<file path="src/rtl/disp_wr_pkg.sv">
package disp_wr_pkg;
  typedef enum logic [1:0] {
    BUS_SPI4 = 2'b00,
    BUS_SPI3 = 2'b01,
    BUS_P80  = 2'b10,
    BUS_P68  = 2'b11
  } bus_mode_e;

  typedef enum logic [2:0] {
    PH_IDLE,
    PH_SETUP,
    PH_ACT,
    PH_LO,
    PH_HI,
    PH_HOLD,
    PH_REC
  } phase_e;
endpackage

</file>
<file path="src/rtl/disp_wr_timer.sv">
module disp_wr_timer #(
  parameter int TW = 8
) (
  input  logic          clk_i,
  input  logic          rst_ni,
  input  logic          load_i,
  input  logic [TW-1:0] len_i,
  output logic          done_o
);
  logic [TW-1:0] cnt_q;

  always_ff @(posedge clk_i or negedge rst_ni) begin
    if (!rst_ni)              cnt_q <= '0;
    else if (load_i)          cnt_q <= len_i - TW'(1);
    else if (cnt_q != '0)     cnt_q <= cnt_q - TW'(1);
  end

  assign done_o = (cnt_q == '0);

  AST_LEN_NONZERO: assert property (@(posedge clk_i) disable iff (!rst_ni)
    load_i |-> (len_i != '0));
endmodule

</file>
<file path="src/rtl/disp_wr_serial.sv">
module disp_wr_serial (
  input  logic       clk_i,
  input  logic       rst_ni,
  input  logic       load_i,
  input  logic [7:0] byte_i,
  input  logic       step_i,
  output logic       bit_o,
  output logic       last_o
);
  logic [7:0] sh_q;
  logic [2:0] idx_q;

  always_ff @(posedge clk_i or negedge rst_ni) begin
    if (!rst_ni) begin
      sh_q  <= '0;
      idx_q <= '0;
    end else if (load_i) begin
      sh_q  <= byte_i;
      idx_q <= 3'd7;
    end else if (step_i) begin
      sh_q  <= {sh_q[6:0], 1'b0};
      idx_q <= idx_q - 3'd1;
    end
  end

  assign bit_o  = sh_q[7];   // msb first
  assign last_o = (idx_q == 3'd0);

  AST_NO_STEP_PAST_END: assert property (@(posedge clk_i) disable iff (!rst_ni)
    step_i |-> !last_o);
endmodule

</file>
<file path="src/rtl/disp_wr_pinmux.sv">
module disp_wr_pinmux
  import disp_wr_pkg::*;
(
  input  logic       clk_i,
  input  logic       rst_ni,
  input  phase_e     ph_i,
  input  bus_mode_e  mode_q_i,
  input  bus_mode_e  mode_live_i,
  input  logic [7:0] byte_i,
  input  logic       dc_i,
  input  logic       ser_bit_i,
  output logic       cs_no,
  output logic       dc_o,
  output logic       en_rd_o,
  output logic       rw_wr_o,
  output logic [7:0] bus_o
);
  logic       busy, cs_d, e_d, w_d;
  logic [7:0] bus_d;
  bus_mode_e  m, pm_q;

  always_comb begin
    busy = (ph_i != PH_IDLE) && (ph_i != PH_REC);
    cs_d = !busy;
    m    = (ph_i == PH_IDLE) ? mode_live_i : mode_q_i;
    e_d  = 1'b0;
    w_d  = 1'b0;
    bus_d = '0;
    case (m)
      BUS_P68: begin
        e_d   = (ph_i == PH_ACT);
        bus_d = busy ? byte_i : 8'h00;
      end
      BUS_P80: begin
        e_d   = 1'b1;
        w_d   = (ph_i != PH_ACT);
        bus_d = busy ? byte_i : 8'h00;
      end
      default: begin
        bus_d[0] = (ph_i == PH_HI);
        bus_d[1] = ser_bit_i &&
                   ((ph_i == PH_SETUP) || (ph_i == PH_LO) || (ph_i == PH_HI));
      end
    endcase
  end

  always_ff @(posedge clk_i or negedge rst_ni) begin
    if (!rst_ni) begin
      cs_no   <= 1'b1;
      dc_o    <= 1'b0;
      en_rd_o <= 1'b0;
      rw_wr_o <= 1'b0;
      bus_o   <= '0;
      pm_q    <= BUS_SPI4;
    end else begin
      cs_no   <= cs_d;
      dc_o    <= dc_i;
      en_rd_o <= e_d;
      rw_wr_o <= w_d;
      bus_o   <= bus_d;
      pm_q    <= m;
    end
  end

  AST_WR_INSIDE_CS: assert property (@(posedge clk_i) disable iff (!rst_ni)
    (pm_q == BUS_P80 && !rw_wr_o) |-> !cs_no);
  AST_EN_INSIDE_CS: assert property (@(posedge clk_i) disable iff (!rst_ni)
    (pm_q == BUS_P68 && en_rd_o) |-> !cs_no);
  AST_SPI_UPPER_ZERO: assert property (@(posedge clk_i) disable iff (!rst_ni)
    (pm_q[1] == 1'b0) |-> (bus_o[7:2] == '0 && !en_rd_o && !rw_wr_o));
endmodule

</file>
<file path="src/rtl/disp_wr_engine.sv">
module disp_wr_engine
  import disp_wr_pkg::*;
#(
  parameter int PAR_SETUP = 2,
  parameter int PAR_ACT   = 8,
  parameter int PAR_DSU   = 5,
  parameter int PAR_HOLD  = 1,
  parameter int PAR_CYC   = 38,
  parameter int SCK_LO    = 7,
  parameter int SCK_HI    = 6,
  parameter int SPI_CSS   = 3,
  parameter int SPI_CSH   = 2
) (
  input  logic       clk_i,
  input  logic       rst_ni,
  input  logic [1:0] mode_i,
  input  logic       in_valid_i,
  input  logic [7:0] in_data_i,
  input  logic       in_is_data_i,
  output logic       in_ready_o,
  output logic       mode_err_o,
  output logic       cs_no,
  output logic       dc_o,
  output logic       en_rd_o,
  output logic       rw_wr_o,
  output logic [7:0] bus_o
);
  localparam int ACT_LEN = (PAR_ACT > PAR_DSU - PAR_SETUP) ? PAR_ACT : (PAR_DSU - PAR_SETUP);
  localparam int SPI_CYC = SCK_LO + SCK_HI;
  localparam int MIN_REC = (PAR_CYC < SPI_CYC) ? PAR_CYC : SPI_CYC;
  localparam int SUM_LEN = PAR_SETUP + ACT_LEN + PAR_HOLD + PAR_CYC + SPI_CYC + SPI_CSS + SPI_CSH;
  localparam int TW      = $clog2(SUM_LEN + 1);

  localparam logic [TW-1:0] L_PSET = TW'(PAR_SETUP);
  localparam logic [TW-1:0] L_PACT = TW'(ACT_LEN);
  localparam logic [TW-1:0] L_PHLD = TW'(PAR_HOLD);
  localparam logic [TW-1:0] L_PCYC = TW'(PAR_CYC);
  localparam logic [TW-1:0] L_SLO  = TW'(SCK_LO);
  localparam logic [TW-1:0] L_SHI  = TW'(SCK_HI);
  localparam logic [TW-1:0] L_SCYC = TW'(SPI_CYC);
  localparam logic [TW-1:0] L_CSS  = TW'(SPI_CSS);
  localparam logic [TW-1:0] L_CSH  = TW'(SPI_CSH);

  phase_e        ph_q, ph_d;
  bus_mode_e     mode_q, mode_live;
  logic [7:0]    byte_q;
  logic          dc_q, accept, par_q;
  logic          tm_ld, tm_done, ser_ld, ser_step, ser_bit, ser_last;
  logic [TW-1:0] tm_len, cs_hi_cnt;

  assign mode_live  = bus_mode_e'(mode_i);
  assign in_ready_o = (ph_q == PH_IDLE) && (mode_live != BUS_SPI3);
  assign accept     = in_valid_i && in_ready_o;
  assign par_q      = mode_q[1];

  always_comb begin
    ph_d     = ph_q;
    tm_ld    = 1'b0;
    tm_len   = '0;
    ser_ld   = 1'b0;
    ser_step = 1'b0;
    case (ph_q)
      PH_IDLE: if (accept) begin
        ph_d = PH_SETUP; tm_ld = 1'b1; ser_ld = 1'b1;
        tm_len = mode_i[1] ? L_PSET : L_CSS;
      end
      PH_SETUP: if (tm_done) begin
        tm_ld = 1'b1;
        if (par_q) begin ph_d = PH_ACT; tm_len = L_PACT; end
        else       begin ph_d = PH_LO;  tm_len = L_SLO;  end
      end
      PH_ACT: if (tm_done) begin
        ph_d = PH_HOLD; tm_ld = 1'b1; tm_len = L_PHLD;
      end
      PH_LO: if (tm_done) begin
        ph_d = PH_HI; tm_ld = 1'b1; tm_len = L_SHI;
      end
      PH_HI: if (tm_done) begin
        tm_ld = 1'b1;
        if (ser_last) begin ph_d = PH_HOLD; tm_len = L_CSH; end
        else begin ph_d = PH_LO; tm_len = L_SLO; ser_step = 1'b1; end
      end
      PH_HOLD: if (tm_done) begin
        ph_d = PH_REC; tm_ld = 1'b1;
        tm_len = par_q ? L_PCYC : L_SCYC;
      end
      PH_REC: if (tm_done) ph_d = PH_IDLE;
      default: ph_d = PH_IDLE;
    endcase
  end

  always_ff @(posedge clk_i or negedge rst_ni) begin
    if (!rst_ni) begin
      ph_q       <= PH_IDLE;
      mode_q     <= BUS_SPI4;
      byte_q     <= '0;
      dc_q       <= 1'b0;
      mode_err_o <= 1'b0;
    end else begin
      ph_q       <= ph_d;
      mode_err_o <= (mode_live == BUS_SPI3);
      if (accept) begin
        mode_q <= mode_live;
        byte_q <= in_data_i;
        dc_q   <= in_is_data_i;
      end
    end
  end

  disp_wr_timer #(.TW(TW)) u_timer (
    .clk_i (clk_i), .rst_ni (rst_ni), .load_i (tm_ld), .len_i (tm_len), .done_o (tm_done)
  );

  disp_wr_serial u_serial (
    .clk_i (clk_i), .rst_ni (rst_ni), .load_i (ser_ld), .byte_i (in_data_i),
    .step_i (ser_step), .bit_o (ser_bit), .last_o (ser_last)
  );

  disp_wr_pinmux u_pins (
    .clk_i (clk_i), .rst_ni (rst_ni), .ph_i (ph_q), .mode_q_i (mode_q),
    .mode_live_i (mode_live), .byte_i (byte_q), .dc_i (dc_q), .ser_bit_i (ser_bit),
    .cs_no (cs_no), .dc_o (dc_o), .en_rd_o (en_rd_o), .rw_wr_o (rw_wr_o), .bus_o (bus_o)
  );

  // cycles chip select has already been high, saturating
  always_ff @(posedge clk_i or negedge rst_ni) begin
    if (!rst_ni)                cs_hi_cnt <= '1;
    else if (!cs_no)            cs_hi_cnt <= '0;
    else if (cs_hi_cnt != '1)   cs_hi_cnt <= cs_hi_cnt + TW'(1);
  end

  AST_READY_AFTER_GAP: assert property (@(posedge clk_i) disable iff (!rst_ni)
    in_ready_o |-> (cs_hi_cnt >= TW'(MIN_REC - 1)));
  AST_DC_STABLE: assert property (@(posedge clk_i) disable iff (!rst_ni)
    (!cs_no && $past(!cs_no)) |-> $stable(dc_o));
  AST_ERR_NO_FRAME: assert property (@(posedge clk_i) disable iff (!rst_ni)
    (mode_err_o && ph_q == PH_IDLE) |=> cs_no);
  AST_BUSY_NOT_READY: assert property (@(posedge clk_i) disable iff (!rst_ni)
    accept |=> !in_ready_o);
endmodule

</file>
<file path="config.mk">
export PLATFORM = sky130hd
export DESIGN_NAME = disp_wr_engine
export DESIGN_NICKNAME = d
export VERILOG_FILES = /design/src/rtl/disp_wr_pkg.sv /design/src/rtl/disp_wr_timer.sv /design/src/rtl/disp_wr_serial.sv /design/src/rtl/disp_wr_pinmux.sv /design/src/rtl/disp_wr_engine.sv
export SDC_FILE = /design/constraint.sdc
export NUM_CORES = 1
export LEC_CHECK = 0
export BUFFER_PORTS_ARGS = -buffer_cell sky130_fd_sc_hd__buf_4
export CAP_MARGIN = 20
export CORE_UTILIZATION = 40
export CTS_BUF_LIST = sky130_fd_sc_hd__clkbuf_16
export DETAILED_ROUTE_END_ITERATION = 10
export SLEW_MARGIN = 20
export SYNTH_ARGS = -nofsm -noshare
export SYNTH_HDL_FRONTEND = slang
export SYNTH_SLANG_ARGS = --single-unit
export TNS_END_PERCENT = 20
</file>
<file path="constraint.sdc">
create_clock -name clk_i -period 6 [get_ports clk_i]
set_clock_uncertainty 0.05 [all_clocks]
set_input_delay 0.6 -clock clk_i [delete_from_list [all_inputs] [get_ports clk_i]]
set_output_delay 0.6 -clock clk_i [all_outputs]
set_load 0.05 [all_outputs]
</file>
==> metrics <==
total number of vias=1663; CTS clock-pin slew for the worst setup and hold paths=60 ps; DRT iter0 DRCs=104; status=finished with violations; critical path arrival=3930 ps; Lkg Pwr=1.23 nW; clock tree root buffer cell=clkbuf_16; Num CTS Buffers=5; GRT busiest layer=met1; period utilization=62.7%; DRC=2; Seq/Total Area, Yosys=53.1%; Post-Syn Area per Cell=9.40 µm²; post-DR wirelength/cell=13.6 µm; total wire length=4330 µm; CP Class=flip-flop to flip-flop; pin count of the biggest net entering global routing=46; FMAX=266 MHz; RSZ-0062 raised after global routing=false; Post-Syn Area=2120 µm²; Max Cap Violations=0; routing usage on met1=25.5%; setup bufs post-CTS=0; PostCTS Resize Cnt=0; failing checks=DRC; Post-DRT Antenna Nets=0; share of cells above drive strength 1=16.1%; Die H=74.9 µm; GPL Wtd Cong=0.859; setup violators final=0; Avg Vias per Cell=5.21; input/output buffers=27; Post-synth EDFFs=0; GR Layer Usage met3=3.21%; Die X=74.9 µm; final setup TNS=0 ps; initial antenna violation count=0; async set-reset flop share out of synthesis=100%; power per cell area=535 nW/µm²; # IOs=28; Peak VDD IR=0.000202 V; Ys Warns=0; gr usage total=17.0%; max_slew headroom=31.6%; vias in the first global route=1482; Synth cell types=42; Initial Util=41.6%; crit path launch type=flip-flop; Syn Nets=243; Synth area leader=dfrtp_1; nets=265; Core Region=5110 µm²; reg2reg setup slack=2240 ps; Rows=26; Post-DP Area=2370 µm²; top cell type's share of synthesized area=51.8%; first-pass GRT wire length=7120 µm; final hold slack=270 ps; Detailed Place HPWL=2950 µm; Cells after Synth=226; worst path required time=6170 ps; Final Slew Violations=0; Area Growth Syn to Fin=19.3%; Worst-Margin Slew=1030 ps; worst-skew pair later-pin latency=280 ps; dominant synthesized flop cell=dfrtp_1; ANT cells=0; Tmin final=3760 ps; CTS Hold Bufs=0; design area=2530 µm²; CP max FO=30; first drt pass iteration count=7; CTS sink cnt=45; Crit. End Element=flip-flop; #FFs+latches synth=45; total gr overflow=0; type of the most critical hold path=primary input to async pin; synth top area cells=dfrtp_1 (52%), nand2_1 (6.7%), o21ai_0 (5.9%); met2 usage=24.7%; clock buffer depth=2; H-tree depth=2; CTS tree=built; full die area=5610 µm²; final hold vios=0
==> flip-flops by register name (all words and copies together) (netlist names) <==
name and flops:
byte_q 8, u_pins.cs_no 1, dc_q 1, u_timer.cnt_q 7, u_pins.bus_o 8, u_pins.en_rd_o 1, mode_err_o 1, u_pins.rw_wr_o 1
mode_q 2, u_serial.sh_q 8, u_serial.idx_q 3, ph_q 3, u_pins.dc_o 1
==> layer usage <==
layer,wire length [µm],vias up
met2,1950,31
met3,120,5
met1,2220,796
met5,0,-
met4,47,0
li1,-,831
==> logic make-up (layout without fill, tap and decap cells) <==
logic type / after synthesis / in the layout / share of synthesized area (%)
compound gates: 55 / 55 / 16.3
xor+xnor: 3 / 3 / 1.24
fa+ha+maj: 3 / 3 / 1.77
buf+inv: 26 / 49 / 4.83
flops: 45 / 45 / 53.1
mux: 10 / 10 / 4.71
simple gates: 84 / 84 / 18.1
==> cell type report <==
| cell class | count | area [µm²] |
|---|---|---|
| inverters | 13 | 48.8 |
| clock buffers | 5 | 125 |
| fillers | 485 | 2570 |
| flip-flops and latches | 45 | 1130 |
| repair buffers | 28 | 210 |
| well taps | 70 | 87.6 |
| multi-input cells | 155 | 897 |
| clock inverters | 3 | 38.8 |
==> path summary, 6_finish.rpt <==
check                                               end                start  depth (start not counted)
min in group clk_i                u_pins.dc_o$_DFF_PN0_     dc_q$_DFFE_PN0N_                          0
max                        u_timer.cnt_q[6]$_DFFE_PN0P_  ph_q[0]$_DFFE_PN0P_                          9
min reg2reg                       u_pins.dc_o$_DFF_PN0_     dc_q$_DFFE_PN0N_                          0
max reg2reg                u_timer.cnt_q[6]$_DFFE_PN0P_  ph_q[0]$_DFFE_PN0P_                          9
min                           u_pins.bus_o[5]$_DFF_PN0_               rst_ni                          1
max in group asynchronous         mode_q[0]$_DFFE_PN0N_               rst_ni                          1
==> cells in the mapped netlist, drive strengths merged (2+ instances only) <==
cell and count:
a211oi 2, a21oi 7, buf 3, clkbuf 10, dfrtp 44, ha 3
inv 13, mux2i 10, nand2 38, nand2b 3, nand3 5, nor2 17
nor2b 2, nor3 9, o211ai 3, o21a 2, o21ai 25, o22ai 2
o31ai 3, or3 3, or4 2, xor2 2
==> cell usage in the layout, fill, tap and decap left out, types with 3 or more instances in the layout <==
cell type	n
a21oi_1	7
buf_4	28
clkbuf_16	5
dfrtp_1	44
ha_1	3
inv_1	14
mux2i_1	10
nand2_1	38
nand2b_1	3
nand3_1	5
nor2_1	16
nor3_1	9
o211ai_1	3
o21ai_0	25
o31ai_1	3
or3_1	3
==> power by group <==
group          internal [mW]  switching [mW]  total (mW)
clock                  0.194           0.107       0.301
sequential             0.435           0.105       0.539
combinational          0.192           0.323       0.516
total                  0.821           0.535        1.36
==> worst max-delay path: stages (launching register included) <==
cell      delay, ps
dfrtp_1         560
or4b_1          690
nor2_2          830
a21oi_1         250
a211oi_1        310
ha_1            310
nand2_1         120
nor3_1          210
mux2i_1         220
a22o_1          140
==> stage by stage <==
| stage | total power, mW | setup WS, ps | instances | utilization (%) |
|---|---|---|---|---|
| after floorplan | 0.915 | 3290 | 226 | - |
| after global routing | 1.45 | 1870 | 319 | 49.6 |
| final | 1.36 | 2240 | 319 | 49.6 |
| after global placement | 1.06 | 2370 | 311 | 46.4 |
| after CTS | 1.37 | 2220 | 319 | 49.6 |
| after detailed placement | 1.06 | 2210 | 311 | 46.4 |
Note: power is estimated with default switching activity, not from simulation.
